File: config.mk
export PLATFORM = sky130hd
export DESIGN_NAME = tod_calendar
export DESIGN_NICKNAME = d
export VERILOG_FILES = /design/src/rtl/tod_pkg.sv /design/src/rtl/tod_sequencer.sv /design/src/rtl/tod_advance.sv /design/src/rtl/tod_regfile.sv /design/src/rtl/tod_alarm.sv /design/src/rtl/tod_calendar.sv
export SDC_FILE = /design/constraint.sdc
export NUM_CORES = 1
export LEC_CHECK = 0
export ABC_CLOCK_PERIOD_IN_PS = 17800
export BUFFER_PORTS_ARGS = -buffer_cell sky130_fd_sc_hd__buf_2
export CAP_MARGIN = 20
export CORE_MARGIN = 2
export CORE_UTILIZATION = 62
export DETAILED_ROUTE_END_ITERATION = 10
export PLACE_DENSITY = 0.79
export SKIP_LAST_GASP = 1
export SLEW_MARGIN = 10
export SYNTH_ARGS = -nofsm -noshare
export SYNTH_HDL_FRONTEND = slang
export SYNTH_SLANG_ARGS = --single-unit
File: constraint.sdc
create_clock -name clk_i -period 17.8 [get_ports clk_i]
set_input_delay 3.56 -clock clk_i [delete_from_list [all_inputs] [get_ports clk_i]]
set_output_delay 3.56 -clock clk_i [all_outputs]
set_load 0.02 [all_outputs]
File: src/rtl/tod_pkg.sv
package tod_pkg;
  localparam int unsigned NUM_REGS = 10;
  localparam int unsigned ADDR_W   = 4;

  localparam logic [ADDR_W-1:0] A_SEC   = 4'd0;
  localparam logic [ADDR_W-1:0] A_ASEC  = 4'd1;
  localparam logic [ADDR_W-1:0] A_MIN   = 4'd2;
  localparam logic [ADDR_W-1:0] A_AMIN  = 4'd3;
  localparam logic [ADDR_W-1:0] A_HOUR  = 4'd4;
  localparam logic [ADDR_W-1:0] A_AHOUR = 4'd5;
  localparam logic [ADDR_W-1:0] A_WDAY  = 4'd6;
  localparam logic [ADDR_W-1:0] A_MDAY  = 4'd7;
  localparam logic [ADDR_W-1:0] A_MON   = 4'd8;
  localparam logic [ADDR_W-1:0] A_YEAR  = 4'd9;
  localparam logic [ADDR_W-1:0] A_STAT  = 4'd10;

  // bit i set: byte i is a time field loaded by the update
  localparam logic [NUM_REGS-1:0] TIME_MASK = 10'b11_1101_0101;

  typedef logic [NUM_REGS-1:0][7:0] regs_t;

  function automatic logic [7:0] to_bin(input logic [7:0] v, input logic bin);
    return bin ? v : (8'(v[7:4]) * 8'd10 + 8'(v[3:0]));
  endfunction

  function automatic logic [7:0] from_bin(input logic [7:0] v, input logic bin);
    logic [7:0] tens;
    logic [7:0] ones;
    tens = v / 8'd10;
    ones = v % 8'd10;
    return bin ? v : {tens[3:0], ones[3:0]};
  endfunction

  function automatic logic [7:0] month_len(input logic [7:0] mon, input logic [7:0] year);
    logic [7:0] len;
    case (mon)
      8'd2:                      len = (year[1:0] == 2'b00) ? 8'd29 : 8'd28;
      8'd4, 8'd6, 8'd9, 8'd11:   len = 8'd30;
      default:                   len = 8'd31;
    endcase
    return len;
  endfunction

  function automatic logic alarm_eq(input logic [7:0] alarm, input logic [7:0] value);
    return (alarm[7:6] == 2'b11) || (alarm == value);
  endfunction
endpackage

File: src/rtl/tod_sequencer.sv
module tod_sequencer #(
  parameter int unsigned UPD_CYCLES = 8
) (
  input  logic clk_i,
  input  logic rst_ni,
  input  logic tick_i,
  input  logic hold_i,
  output logic busy_o,
  output logic fire_o,
  output logic done_o
);
  localparam int unsigned CW = (UPD_CYCLES > 1) ? $clog2(UPD_CYCLES) : 1;
  localparam logic [CW-1:0] LAST = CW'(UPD_CYCLES - 1);

  logic          busy_q;
  logic [CW-1:0] cnt_q;
  logic          done_q;
  logic          start;

  assign start  = tick_i && !hold_i && !busy_q;
  assign fire_o = busy_q && !hold_i && (cnt_q == LAST);

  always_ff @(posedge clk_i or negedge rst_ni) begin
    if (!rst_ni) begin
      busy_q <= 1'b0;
      cnt_q  <= '0;
      done_q <= 1'b0;
    end else begin
      done_q <= fire_o;
      if (start) begin
        busy_q <= 1'b1;
        cnt_q  <= '0;
      end else if (busy_q && (hold_i || fire_o)) begin
        busy_q <= 1'b0;
        cnt_q  <= '0;
      end else if (busy_q) begin
        cnt_q <= cnt_q + 1'b1;
      end
    end
  end

  assign busy_o = busy_q;
  assign done_o = done_q;

  assert_window_len_R2: assert property (@(posedge clk_i) disable iff (!rst_ni)
    busy_q |-> (32'(cnt_q) < UPD_CYCLES));
  assert_hold_blocks_R9: assert property (@(posedge clk_i) disable iff (!rst_ni)
    (hold_i && !busy_q) |=> !busy_q);
  assert_hold_aborts_R9: assert property (@(posedge clk_i) disable iff (!rst_ni)
    (hold_i && busy_q) |=> (!busy_q && !done_q));
endmodule

File: src/rtl/tod_advance.sv
module tod_advance
  import tod_pkg::*;
(
  input  regs_t cur_i,
  input  logic  bin_i,
  input  logic  h24_i,
  output regs_t nxt_o
);
  logic [7:0] s, m, hr, wd, md, mo, yr, len;
  logic [7:0] ns, nm, nh, nwd, nmd, nmo, nyr, hout;
  logic       pm, npm, c_s, c_m, c_h, c_d, c_mo;

  always_comb begin
    s  = to_bin(cur_i[A_SEC], bin_i);
    m  = to_bin(cur_i[A_MIN], bin_i);
    hr = h24_i ? to_bin(cur_i[A_HOUR], bin_i) : to_bin({1'b0, cur_i[A_HOUR][6:0]}, bin_i);
    pm = !h24_i && cur_i[A_HOUR][7];
    wd = to_bin(cur_i[A_WDAY], bin_i);
    md = to_bin(cur_i[A_MDAY], bin_i);
    mo = to_bin(cur_i[A_MON], bin_i);
    yr = to_bin(cur_i[A_YEAR], bin_i);

    c_s = (s >= 8'd59);
    ns  = c_s ? 8'd0 : s + 8'd1;
    c_m = c_s && (m >= 8'd59);
    nm  = c_s ? (c_m ? 8'd0 : m + 8'd1) : m;

    nh  = hr;
    npm = pm;
    c_h = 1'b0;
    if (c_m) begin
      if (h24_i) begin
        c_h = (hr >= 8'd23);
        nh  = c_h ? 8'd0 : hr + 8'd1;
      end else if (hr >= 8'd12) begin
        nh = 8'd1;
      end else if (hr == 8'd11) begin
        nh  = 8'd12;
        npm = !pm;
        c_h = pm;
      end else begin
        nh = hr + 8'd1;
      end
    end

    len  = month_len(mo, yr);
    c_d  = c_h && (md >= len);
    nmd  = c_h ? (c_d ? 8'd1 : md + 8'd1) : md;
    nwd  = c_h ? ((wd >= 8'd7) ? 8'd1 : wd + 8'd1) : wd;
    c_mo = c_d && (mo >= 8'd12);
    nmo  = c_d ? (c_mo ? 8'd1 : mo + 8'd1) : mo;
    nyr  = c_mo ? ((yr >= 8'd99) ? 8'd0 : yr + 8'd1) : yr;

    hout = from_bin(nh, bin_i);
    if (!h24_i) hout = {npm, hout[6:0]};

    nxt_o          = cur_i;
    nxt_o[A_SEC]   = from_bin(ns, bin_i);
    nxt_o[A_MIN]   = from_bin(nm, bin_i);
    nxt_o[A_HOUR]  = hout;
    nxt_o[A_WDAY]  = from_bin(nwd, bin_i);
    nxt_o[A_MDAY]  = from_bin(nmd, bin_i);
    nxt_o[A_MON]   = from_bin(nmo, bin_i);
    nxt_o[A_YEAR]  = from_bin(nyr, bin_i);
  end
endmodule

File: src/rtl/tod_regfile.sv
module tod_regfile
  import tod_pkg::*;
(
  input  logic              clk_i,
  input  logic              rst_ni,
  input  logic              wr_en_i,
  input  logic [ADDR_W-1:0] addr_i,
  input  logic [7:0]        wdata_i,
  input  logic              load_i,
  input  regs_t             nxt_i,
  output regs_t             regs_o
);
  regs_t regs_q;

  for (genvar i = 0; i < NUM_REGS; i++) begin : g_reg
    localparam logic [7:0] RST_VAL =
      ((i == int'(A_WDAY)) || (i == int'(A_MDAY)) || (i == int'(A_MON))) ? 8'd1 : 8'd0;
    logic wr_hit;
    assign wr_hit = wr_en_i && (addr_i == ADDR_W'(i));

    if (TIME_MASK[i]) begin : g_time
      always_ff @(posedge clk_i or negedge rst_ni) begin
        if (!rst_ni)     regs_q[i] <= RST_VAL;
        else if (wr_hit) regs_q[i] <= wdata_i;
        else if (load_i) regs_q[i] <= nxt_i[i];
      end
    end else begin : g_alarm
      always_ff @(posedge clk_i or negedge rst_ni) begin
        if (!rst_ni)     regs_q[i] <= RST_VAL;
        else if (wr_hit) regs_q[i] <= wdata_i;
      end
    end
  end

  assign regs_o = regs_q;

  assert_time_stable_R2: assert property (@(posedge clk_i) disable iff (!rst_ni)
    (!wr_en_i && !load_i) |=> $stable(regs_q));
  assert_alarm_kept_R10: assert property (@(posedge clk_i) disable iff (!rst_ni)
    !(wr_en_i && (addr_i == A_ASEC)) |=> $stable(regs_q[A_ASEC]));
endmodule

File: src/rtl/tod_alarm.sv
module tod_alarm
  import tod_pkg::*;
(
  input  logic  clk_i,
  input  logic  rst_ni,
  input  logic  fire_i,
  input  regs_t regs_i,
  input  regs_t nxt_i,
  output logic  alarm_o
);
  logic hit;
  logic alarm_q;

  assign hit = alarm_eq(regs_i[A_ASEC],  nxt_i[A_SEC]) &&
               alarm_eq(regs_i[A_AMIN],  nxt_i[A_MIN]) &&
               alarm_eq(regs_i[A_AHOUR], nxt_i[A_HOUR]);

  always_ff @(posedge clk_i or negedge rst_ni) begin
    if (!rst_ni) alarm_q <= 1'b0;
    else         alarm_q <= fire_i && hit;
  end

  assign alarm_o = alarm_q;

  assert_alarm_once_R10: assert property (@(posedge clk_i) disable iff (!rst_ni)
    alarm_q |=> !alarm_q);
endmodule

File: src/rtl/tod_calendar.sv
module tod_calendar
  import tod_pkg::*;
#(
  parameter int unsigned UPD_CYCLES = 8
) (
  input  logic       clk_i,
  input  logic       rst_ni,
  input  logic       tick_i,
  input  logic       hold_i,
  input  logic       bin_mode_i,
  input  logic       h24_mode_i,
  input  logic       wr_en_i,
  input  logic [3:0] addr_i,
  input  logic [7:0] wdata_i,
  output logic [7:0] rdata_o,
  output logic       busy_o,
  output logic       upd_done_o,
  output logic       alarm_o
);
  regs_t regs;
  regs_t nxt;
  logic  fire;

  tod_sequencer #(.UPD_CYCLES(UPD_CYCLES)) u_seq (
    .clk_i  (clk_i),
    .rst_ni (rst_ni),
    .tick_i (tick_i),
    .hold_i (hold_i),
    .busy_o (busy_o),
    .fire_o (fire),
    .done_o (upd_done_o)
  );

  tod_advance u_adv (
    .cur_i (regs),
    .bin_i (bin_mode_i),
    .h24_i (h24_mode_i),
    .nxt_o (nxt)
  );

  tod_regfile u_regs (
    .clk_i   (clk_i),
    .rst_ni  (rst_ni),
    .wr_en_i (wr_en_i),
    .addr_i  (addr_i),
    .wdata_i (wdata_i),
    .load_i  (fire),
    .nxt_i   (nxt),
    .regs_o  (regs)
  );

  tod_alarm u_alarm (
    .clk_i   (clk_i),
    .rst_ni  (rst_ni),
    .fire_i  (fire),
    .regs_i  (regs),
    .nxt_i   (nxt),
    .alarm_o (alarm_o)
  );

  always_comb begin
    if (32'(addr_i) < NUM_REGS) rdata_o = regs[addr_i];
    else if (addr_i == A_STAT)  rdata_o = {busy_o, 7'b0};
    else                        rdata_o = 8'h00;
  end

  assert_done_closes_R3: assert property (@(posedge clk_i) disable iff (!rst_ni)
    upd_done_o |-> (!busy_o && $past(busy_o)));
  assert_done_pulse_R3: assert property (@(posedge clk_i) disable iff (!rst_ni)
    upd_done_o |=> !upd_done_o);
  assert_alarm_done_R10: assert property (@(posedge clk_i) disable iff (!rst_ni)
    alarm_o |-> upd_done_o);
endmodule

==> results of run 1 <==
per-stage QoR:
step,hold WS [ns],instance area (µm²)
3_5_place_dp,0.494,13500
5_1_grt,0.531,13800
3_3_place_gp,0.486,13500
4_1_cts,0.515,13800
6_report,0.524,13800
2_1_floorplan,0.470,13300
critical path: cells and delay by family:
kind	cells	cell delay, ns
AOI/OAI and AO/OA	10	2.83
adders and majority gates	1	0.33
buffers and inverters	4	1.63
muxes	2	0.56
and+or+nand+nor	7	1.51
layout by cell type (no fill, tap or decap), types with 24 or more instances in the layout:
cell	count
o21ai_0	145
xnor2_1	49
nand2b_1	28
inv_1	39
nand3_1	59
mux2_2	51
o211ai_1	29
xor2_1	24
ha_1	74
a21oi_1	109
buf_2	27
a211oi_1	39
mux2i_1	28
dfrtp_1	83
nand2_1	196
a31oi_1	31
nor3_1	59
nor2_1	143
layer usage:
layer  track usage (%)  share of wire, %  up-vias
li1                  -                 -     6605
met1              51.4                42     6811
met2              58.8                46      718
met3              5.03               8.4      112
met4              12.3               3.2        0
met5                 0                 0        -
state kept, by name, indices dropped and copies added (netlist names):
signal and flops:
u_regs.regs_o 80, u_seq.cnt_q 3, u_alarm.alarm_o 1, u_seq.busy_o 1
u_seq.done_o 1
logic make-up after synthesis:
group,after synthesis
xor gates and xnor gates,73
adders and majority gates,93
muxes,97
DFF,86
buffers and inverters,132
and+or+nand+nor,651
AOI/OAI and AO/OA,610
path summary, 6_finish.rpt:
path,end,slack (ns),depth (start not counted)
setup / recovery,u_regs.regs_o[66]$_DFFE_PN0P_,7.56,24
hold / removal,u_seq.cnt_q[1]$_DFFE_PN0P_,0.52,1
setup reg to reg,u_regs.regs_o[66]$_DFFE_PN0P_,10.19,26
hold reg to reg,u_seq.cnt_q[1]$_DFFE_PN0P_,0.52,1
max in group asynchronous,u_regs.regs_o[55]$_DFFE_PN0P_,13.53,2
min in group asynchronous,u_regs.regs_o[4]$_DFFE_PN0P_,3.06,1
area by class of cell:
cell class / count / share of cell area [%]
multi-input cells: 1524 / 76.7
flip-flops and latches: 86 / 15.7
well taps: 275 / 2.50
repair buffers: 43 / 1.85
clock buffers: 9 / 1.64
inverters: 40 / 1.09
clock inverters: 7 / 0.527
power by group:
| part | total (mW) | internal, mW | switching, mW |
|---|---|---|---|
| Sequential | 0.315 | 0.237 | 0.0781 |
| Clock | 0.193 | 0.0991 | 0.0938 |
| Combinational | 1.75 | 0.664 | 1.08 |
==> run_results.csv, run 1 <==
group,metric,value,unit
power,finalPower,2.25,mW
layout,diodes,0,
place,dp_cells,1967,
synthesis,ys_top_cells_by_area,"dfrtp_1 (16%), ha_1 (7.0%), nand2_1 (5.5%)",
timing,skew,0.0142,ns
clock_tree,clk_latency,0.37,ns
global_route,grt_max_degree,76,
layout,multi_input_area,10600,µm²
synthesis,synth.mux.area_fraction,9.37,%
clock_tree,htree_levels,3,
setup_path,slowest_stage,"buf_4",
timing,fin_ws,7.56,ns
clock_tree,cts_setup_buffers,0,
power,p_leak,5.35,nW
setup_path,critPathLaunchType,"primary input",
synthesis,synth-xor-area-share,4.81,%
setup_path,cp.arrival,10.48,ns
synthesis,synth_top_family_by_area,"compound AO/OA/AOI/OAI gates",
synthesis,synth.cell_area,13300,µm²
setup_path,worstPathCellList,"buf_4, buf_4, inv_2, buf_4, mux2i_1, nand3b_1, nand2b_1, nor3_1, a21oi_1, ha_1, nand2b_1, a21oi_1, nor3_1, nor2_1, a21oi_2, a31oi_1, o21ai_0, o32ai_1, a21oi_1, nand2_1, a21oi_1, mux2i_1, a31oi_1, a211o_1",
detailed_routing,drtPass1Iterations,6,
synthesis,synth_edf_count,0,
floorplan,start_util,63.2,%
floorplan,floorplan.rows,53,
timing,slew_violations,0,
clock_tree,root_buffer,"clkbuf_16",
synthesis,synthArstFlopShare,100,%
setup_path,worstReg2RegStart,"u_regs.regs_o[69]$_DFFE_PN0P_",
floorplan,io_pins,30,
outcome,status,"finished, final reports clean",
timing,slew-limit-headroom,25.1,%
hold_path,hold_path.class,"flop to flop",
clock_tree,cts_buffer_depth,2,
layout,layout-drive-gt1-share,11.2,%
setup_path,critPathMaxFanout,59,
synthesis,synth_fa_ha_area_share,9.47,%
synthesis,yosysTopAreaCellShare,15.6,%
timing,layout_min_cycle_time,10.24,ns
power,irDropWorstVdd,81.9,µV
timing,worst-slew-pin-transition,1.12,ns
clock_tree,cts_buffers,9,
detailed_routing,wire_per_inst,21.3,µm
synthesis,ys_seq_area_share,16.2,%
clock_tree,cts.sinks,86,
setup_path,slowest_delay,0.59,ns
setup_path,end_kind,"flop",
layout,final_core_util,65.5,%
hold_path,worstHoldStart,"u_seq.cnt_q[1]$_DFFE_PN0P_",
layout,area_growth,3.70,%
setup_path,critical_path_required,18.04,ns
setup_path,crit_top_cell,"a21oi_1",
timing,rsz0062_at_grt,"false",
layout,seq_area,2160,µm²
synthesis,synthFlopType,"dfrtp_1",
global_route,grt_pass1_wl,67.0,mm
clock_tree,cts_tree,"done",
synthesis,synth_nets,1849,
global_route,grt_pass1_vias,12882,
synthesis,synthSimpleGateAreaFrac,24.1,%
detailed_routing,routed_wl,42.2,mm
synthesis,syn_inst,1742,
setup_path,critPathLaunch,"bin_mode_i",
layout,fillCellCount,1794,
detailed_routing,vias,14246,
timing,finalSetupViolations,0,
place,dp_slack,7.42,ns
place,dpl.hpwl,31.1,mm
global_route,antenna_found_initial,0,
global_route,track_usage,36.8,%
timing,timing.final.hold_violations,0,
detailed_routing,drtIter0Drc,1602,
clock_tree,ctsResizeCount,0,
synthesis,synth_top_area_cell,"dfrtp_1",
detailed_routing,drt-vias-per-instance,7.18,
place,routabilityCongestion,0.974,
synthesis,syn_area_per_cell,7.62,µm²
synthesis,synthTopCellsByCount,"nand2_1 (196), o21ai_0 (145), nor2_1 (143), a21oi_1 (109), dfrtp_1 (83)",
synthesis,ys_warn_count,0,
floorplan,die_h,150,µm
setup_path,path_class,"primary input to flop",
synthesis,yosys_register_bits,86,
floorplan,dieArea,22600,µm²
timing,fin_setup_tns,0,ns
floorplan,core_area,21000,µm²
run,drv_cap,0,
power,powerDensity,164,nW/µm²
layout,nets,1811,
timing,period_share,57.5,%
synthesis,synth-compound-area-share,31.7,%
synthesis,synthMostInstantiatedCell,"nand2_1",
detailed_routing,drcViolationCount,0,
timing,fmax,97.6,MHz
global_route,grt-ovfl-total,0,
detailed_routing,drtAntennaViolNets,0,
layout,stdcell_count,1984,
clock_tree,cts_hold_buffers,0,
floorplan,die_w,150,µm
place,port_buffers,29,
clock_tree,clk_pin_slew_worst_paths,0.07,ns
synthesis,synth.distinct_cells,103,
Note: power is estimated with default switching activity, not from simulation.
==> run 2: changes to the inputs <==
Settings changed: ABC_AREA from default to 1, ABC_CLOCK_PERIOD_IN_PS 17800 to 9100, CORE_UTILIZATION 62 to 59.
Clock period 17.8 ns to 9.1 ns, I/O delays scaled along.
==> run 2 against run 1 <==
  * Non-clock buffer count is 7 lower
  * Cell area is 12% lower
  * Wire length is 23% lower
  * Core utilization is 2.8 points lower
  * Sequential cell count stayed put
  * Sequential power is 91% higher
  * Worst setup slack worse by 5.5 ns
  * Largest cell class unchanged
==> run_results.csv, run 2 <==
group,metric,value,unit
power,power.share.sequential,14.5,%
power,finalPower,4.16,mW
global_route,track_usage,32.2,%
synthesis,yosysTopAreaCellShare,18.0,%
synthesis,synth_nets,1940,
timing,slew_violations,0,
synthesis,synthArstFlopShare,100,%
layout,nets,1951,
timing,slew-limit-headroom,43.0,%
synthesis,syn_area_per_cell,6.29,µm²
global_route,grtUsageMet3,4.47,%
timing,timing.final.hold_violations,0,
synthesis,synth_top_area_cell,"dfrtp_1",
synthesis,synthTopCellsByCount,"nand2_1 (520), inv_1 (260), nand3_1 (174), o21ai_0 (111), nor2_1 (110)",
timing,skew,0.0105,ns
clock_tree,cts_setup_buffers,0,
floorplan,start_util,59.6,%
synthesis,synthFlopType,"dfrtp_1",
power,intPower,1.79,mW
floorplan,core_area,19300,µm²
floorplan,dieArea,20700,µm²
detailed_routing,drtIter0Drc,1193,
global_route,use_met1,42.8,%
clock_tree,root_buffer,"clkbuf_16",
timing,layout_min_cycle_time,7.04,ns
detailed_routing,wire_per_inst,15.3,µm
place,port_buffers,29,
power,powerDensity,343,nW/µm²
synthesis,synth_edf_count,0,
layout,layout-drive-gt1-share,11.4,%
power,net-switching-power,2.37,mW
setup_path,path_class,"primary input to flop",
clock_tree,clk_latency,0.36,ns
timing,fin_setup_tns,0,ns
layout,largest_reg_flops,80,
global_route,antenna_found_initial,1,
setup_path,end_kind,"flop",
synthesis,synth.cell_area,11500,µm²
global_route,grt-ovfl-total,0,
layout,layout_common_cells,"nand2_1 (520), inv_1 (260), nand3_1 (174)",
detailed_routing,drt-vias-per-instance,5.72,
detailed_routing,routed_wl,32.5,mm
setup_path,critPathLaunch,"bin_mode_i",
synthesis,synthMostInstantiatedCell,"nand2_1",
power,pwr-share-comb,75.9,%
clock_tree,cts_buffers,9,
clock_tree,cts_hold_buffers,0,
layout,final_cell_area,12100,µm²
place,dp_cells,2097,
layout,layout_commonest_cell,"nand2_1",
timing,period_share,77.4,%
global_route,grt_pass1_vias,10967,
setup_path,crit_top_cell,"nand2_1",
clock_tree,htree_levels,3,
setup_path,critPathMaxFanout,66,
place,routabilityCongestion,0.964,
clock_tree,clk_pin_slew_worst_paths,0.07,ns
synthesis,ys_seq_area_share,18.7,%
global_route,grt_pass1_wl,53.3,mm
hold_path,worstHoldStart,"u_seq.cnt_q[0]$_DFFE_PN0P_",
detailed_routing,vias,12093,
detailed_routing,drcViolationCount,0,
hold_path,min_path_cells,1,
timing,fmax,142,MHz
clock_tree,cts_tree,"done",
power,p_leak,6.56,nW
power,power_frac_clock,9.6,%
synthesis,yosys_register_bits,86,
outcome,status,"finished, final reports clean",
synthesis,syn_inst,1833,
timing,hold-worst-slack,0.484,ns
power,swShare,56.9,%
global_route,busiest_layer,"met2",
clock_tree,cts.sinks,86,
setup_path,critPathLaunchType,"primary input",
detailed_routing,drtAntennaViolNets,0,
layout,stdcell_count,2115,
setup_path,cp.arrival,7.29,ns
timing,finalSetupViolations,0,
global_route,grtUsageMet2,52.3,%
setup_path,slowest_stage,"inv_4",
power,irDropWorstVdd,348,µV
synthesis,ys_warn_count,0,
detailed_routing,drtPass1Iterations,7,
setup_path,reg2regPathDepth,50,
floorplan,die_h,144,µm
timing,rsz0062_at_grt,"false",
layout,area_growth,5.25,%
hold_path,hold_path.class,"flop to flop",
floorplan,io_pins,30,
setup_path,critical_path_required,9.35,ns
clock_tree,ctsResizeCount,0,
synthesis,synth.distinct_cells,67,
floorplan,floorplan.rows,51,
run,drv_cap,0,
synthesis,ys_top_cells_by_area,"dfrtp_1 (18%), nand2_1 (17%), inv_1 (8.5%)",
place,dpl_cell_area,11800,µm²
setup_path,slowest_delay,0.51,ns
timing,worst-slew-pin-transition,0.851,ns
clock_tree,cts_buffer_depth,2,
floorplan,die_w,144,µm
setup_path,worstReg2RegStart,"u_regs.regs_o[69]$_DFFE_PN0P_",
global_route,grt_max_degree,67,
place,dpl.hpwl,25.2,mm
## run 2: cell count changes after synthesis, sizes merged, moves of 33 or more
cell,delta
nand2,+398
inv,+255
nand3,+129
a21oi,-59
mux2,-53
nor3,-48
a211oi,-44
xnor2,-36
clkbuf,-33
## run 2: power groups by stage
stage | clock network, mW | logic (mW) | registers [mW]
after global placement | 0 | 3.03 | 0.601
after global routing | 0.413 | 3.64 | 0.614
final | 0.400 | 3.15 | 0.603
after CTS | 0.396 | 3.13 | 0.596
after detailed placement | 0 | 3.11 | 0.603
after floorplan | 0 | 2.58 | 0.562
## run 2: worst max-delay path, delay by kind of cell
| kind | cells | cell delay (ns) |
|---|---|---|
| fa+ha+maj | 2 | 0.42 |
| compound gates | 3 | 0.37 |
| buf+inv | 10 | 1.22 |
| xor+xnor | 1 | 0.28 |
| simple gates | 31 | 3.16 |
## run 2: stage by stage
stage | setup slack [ns] | utilization [%]
2_1_floorplan | 2.70 | -
3_3_place_gp | 1.89 | 61.1
3_5_place_dp | 1.78 | 61.1
4_1_cts | 2.15 | 62.7
5_1_grt | 1.43 | 62.8
6_report | 2.06 | 62.8
## run 2: kinds of logic (layout without fill, tap and decap cells)
| kind of cell | Yosys count | in the layout | share of synthesized area, % |
|---|---|---|---|
| other | 0 | 1 | 0 |
| buffers and inverters | 344 | 360 | 12.2 |
| AOI/OAI and AO/OA | 300 | 300 | 16.1 |
| xor gates and xnor gates | 49 | 49 | 4.03 |
| adders and majority gates | 88 | 88 | 10.5 |
| and+or+nand+nor | 965 | 965 | 38.4 |
| muxes | 1 | 1 | 0.0868 |
| DFF | 86 | 86 | 18.7 |
## run 2: final timing paths
check / end / slack, ns
worst max-delay path: u_regs.regs_o[59]$_DFFE_PN0P_ / 2.06
min in group asynchronous: u_seq.busy_o$_DFFE_PN0P_ / 1.37
worst min register to register: u_seq.cnt_q[0]$_DFFE_PN0P_ / 0.48
worst max register to register: u_regs.regs_o[59]$_DFFE_PN0P_ / 2.52
max in group asynchronous: u_regs.regs_o[62]$_DFFE_PN0P_ / 6.58
worst min-delay path: u_seq.cnt_q[0]$_DFFE_PN0P_ / 0.48
## run 2: layer usage
| layer | routed length [µm] | up-vias |
|---|---|---|
| met5 | 0 | - |
| met4 | 1300 | 0 |
| met3 | 2250 | 93 |
| met2 | 14600 | 469 |
| met1 | 14300 | 5509 |
| li1 | - | 6022 |
## run 2: area by class of cell
cell class | instances | area [µm²]
Clock inverter | 7 | 87.6
Antenna cell | 1 | 2.50
Timing Repair Buffer | 36 | 200
Sequential cell | 86 | 2160
Clock buffer | 9 | 225
Tap cell | 265 | 332
Multi-Input combinational cell | 1403 | 7970
Inverter | 308 | 1160
Fill cell | 1829 | 7200
==> run 3: changes to the inputs <==
Settings changed: ABC_CLOCK_PERIOD_IN_PS 9100 to 7300, CORE_UTILIZATION 59 to 62.
Clock period 9.1 ns to 7.3 ns, I/O delays scaled along.
==> run 3 against run 2 <==
  * Power is 25% higher
  * Wire length rose by 0.54%
  * Via count barely moved
  * Final cell count decreased by 1.8%
  * Largest cell class unchanged
==> run_results.csv, run 3 (synthesis results as in run 2) <==
group,metric,value,unit
outcome,status,"finished, final reports clean",
global_route,grtUsageMet3,3.86,%
timing,slew-limit-headroom,38.1,%
place,dp_slack,0.814,ns
clock_tree,cts_tree,"done",
setup_path,critPathLaunch,"bin_mode_i",
layout,largest_reg_flops,80,
timing,rsz0062_at_grt,"false",
floorplan,start_util,63.7,%
timing,timing.final.hold_violations,0,
layout,multi_input_area,7970,µm²
layout,layout_common_cells,"nand2_1 (520), inv_1 (260), nand3_1 (174)",
place,routabilityCongestion,0.974,
setup_path,critPathLaunchType,"primary input",
setup_path,cp.arrival,6.50,ns
layout,seq_area,2160,µm²
timing,layout_min_cycle_time,6.26,ns
layout,nets,1951,
global_route,grt-ovfl-total,0,
detailed_routing,drt-vias-per-instance,5.82,
timing,worst-slew-pin-transition,0.928,ns
floorplan,core_area,18100,µm²
power,irDropWorstVdd,532,µV
power,p_leak,6.56,nW
layout,diodes,0,
detailed_routing,wire_per_inst,15.7,µm
floorplan,floorplan.rows,49,
detailed_routing,drcViolationCount,0,
layout,layout-drive-gt1-share,11.3,%
detailed_routing,drtIter0Drc,1027,
clock_tree,cts_buffer_depth,2,
setup_path,slowest_stage,"a21boi_0",
setup_path,path_class,"primary input to flop",
setup_path,critPathMaxFanout,96,
global_route,grt_pass1_vias,11122,
setup_path,crit_top_cell,"nand2_1",
run,drv_cap,0,
clock_tree,cts.sinks,86,
global_route,track_usage,33.3,%
layout,final_core_util,67.0,%
clock_tree,cts_buffers,9,
layout,area_growth,5.04,%
timing,fmax,160,MHz
setup_path,crit_path_end,"u_regs.regs_o[59]$_DFFE_PN0P_",
clock_tree,cts_hold_buffers,0,
detailed_routing,routed_wl,32.6,mm
clock_tree,clk_latency,0.35,ns
setup_path,critical_path_required,7.54,ns
setup_path,reg2reg_slack,1.08,ns
floorplan,dieArea,19700,µm²
clock_tree,htree_levels,3,
timing,slew_violations,0,
layout,stdcell_count,2077,
floorplan,die_w,140,µm
timing,fin_setup_tns,0,ns
floorplan,io_pins,30,
clock_tree,root_buffer,"clkbuf_16",
setup_path,end_kind,"flop",
detailed_routing,vias,12087,
setup_path,reg2regPathDepth,50,
detailed_routing,drtPass1Iterations,7,
global_route,antenna_found_initial,0,
setup_path,rr_endpoint,"u_regs.regs_o[59]$_DFFE_PN0P_",
clock_tree,clk_pin_slew_worst_paths,0.07,ns
global_route,grt_max_degree,97,
global_route,use_met1,43.8,%
layout,fillCellCount,1699,
timing,skew,0.00879,ns
global_route,grtUsageMet2,55.7,%
clock_tree,cts_setup_buffers,0,
clock_tree,ctsResizeCount,0,
timing,period_share,85.8,%
timing,fin_ws,1.04,ns
timing,finalSetupViolations,0,
global_route,busiest_layer,"met2",
detailed_routing,drtAntennaViolNets,0,
layout,layout_commonest_cell,"nand2_1",
global_route,grt_pass1_wl,53.7,mm
setup_path,slowest_delay,0.45,ns
power,powerDensity,429,nW/µm²
place,dpl.hpwl,25.3,mm
setup_path,worstReg2RegStart,"u_regs.regs_o[69]$_DFFE_PN0P_",
floorplan,die_h,140,µm
place,port_buffers,29,
hold_path,hold_path.class,"flop to flop",
place,dp_cells,2062,
## run 3: worst max-delay path, delay by kind of cell
kind,cells,cell delay [ns]
AO/OA/AOI/OAI,4,0.82
adder cells (fa/ha/maj),2,0.42
buffers and inverters,9,1.03
AND/OR/NAND/NOR,30,2.72
## run 3: power breakdown
part	switching, mW	internal (mW)	leakage (nW)	total, mW
logic	2.56	1.37	5.34	3.93
registers	0.167	0.588	1.07	0.755
clock network	0.201	0.308	0.151	0.509
## run 3: worst min path at each step
stage | start | slack (ns) | cells after the start | end
6_report | u_seq.cnt_q[0]$_DFFE_PN0P_ | 0.49 | 1 | u_seq.cnt_q[0]$_DFFE_PN0P_
5_1_grt | u_seq.cnt_q[0]$_DFFE_PN0P_ | 0.53 | 1 | u_seq.cnt_q[0]$_DFFE_PN0P_
4_1_cts | u_seq.cnt_q[0]$_DFFE_PN0P_ | 0.49 | 1 | u_seq.cnt_q[0]$_DFFE_PN0P_
3_5_place_dp | u_seq.cnt_q[0]$_DFFE_PN0P_ | 0.48 | 1 | u_seq.cnt_q[0]$_DFFE_PN0P_
3_3_place_gp | u_seq.cnt_q[0]$_DFFE_PN0P_ | 0.47 | 1 | u_seq.cnt_q[0]$_DFFE_PN0P_
2_1_floorplan | u_seq.cnt_q[0]$_DFFE_PN0P_ | 0.46 | 1 | u_seq.cnt_q[0]$_DFFE_PN0P_
## run 3: through the flow
stage	cell area [µm²]	power, mW	hold WS, ns
after floorplan	11500	3.92	0.457
after global placement	11800	4.52	0.474
after detailed placement	11800	4.63	0.481
after CTS	12100	5.16	0.490
after global routing	12100	5.83	0.527
final	12100	5.19	0.486
## run 3: cell type report
cell class / instances / area share [%]
clock inverters: 5 / 0.692
well taps: 229 / 2.37
inverters: 308 / 9.59
multi-input cells: 1403 / 65.8
clock buffers: 10 / 1.97
repair buffers: 36 / 1.76
flip-flops and latches: 86 / 17.8
## run 3: per-layer routing
metal / wire (µm) / vias to the layer above
met5: 0 / -
met1: 14100 / 5509
li1: - / 6028
met3: 2300 / 92
met4: 1450 / 0
met2: 14700 / 458
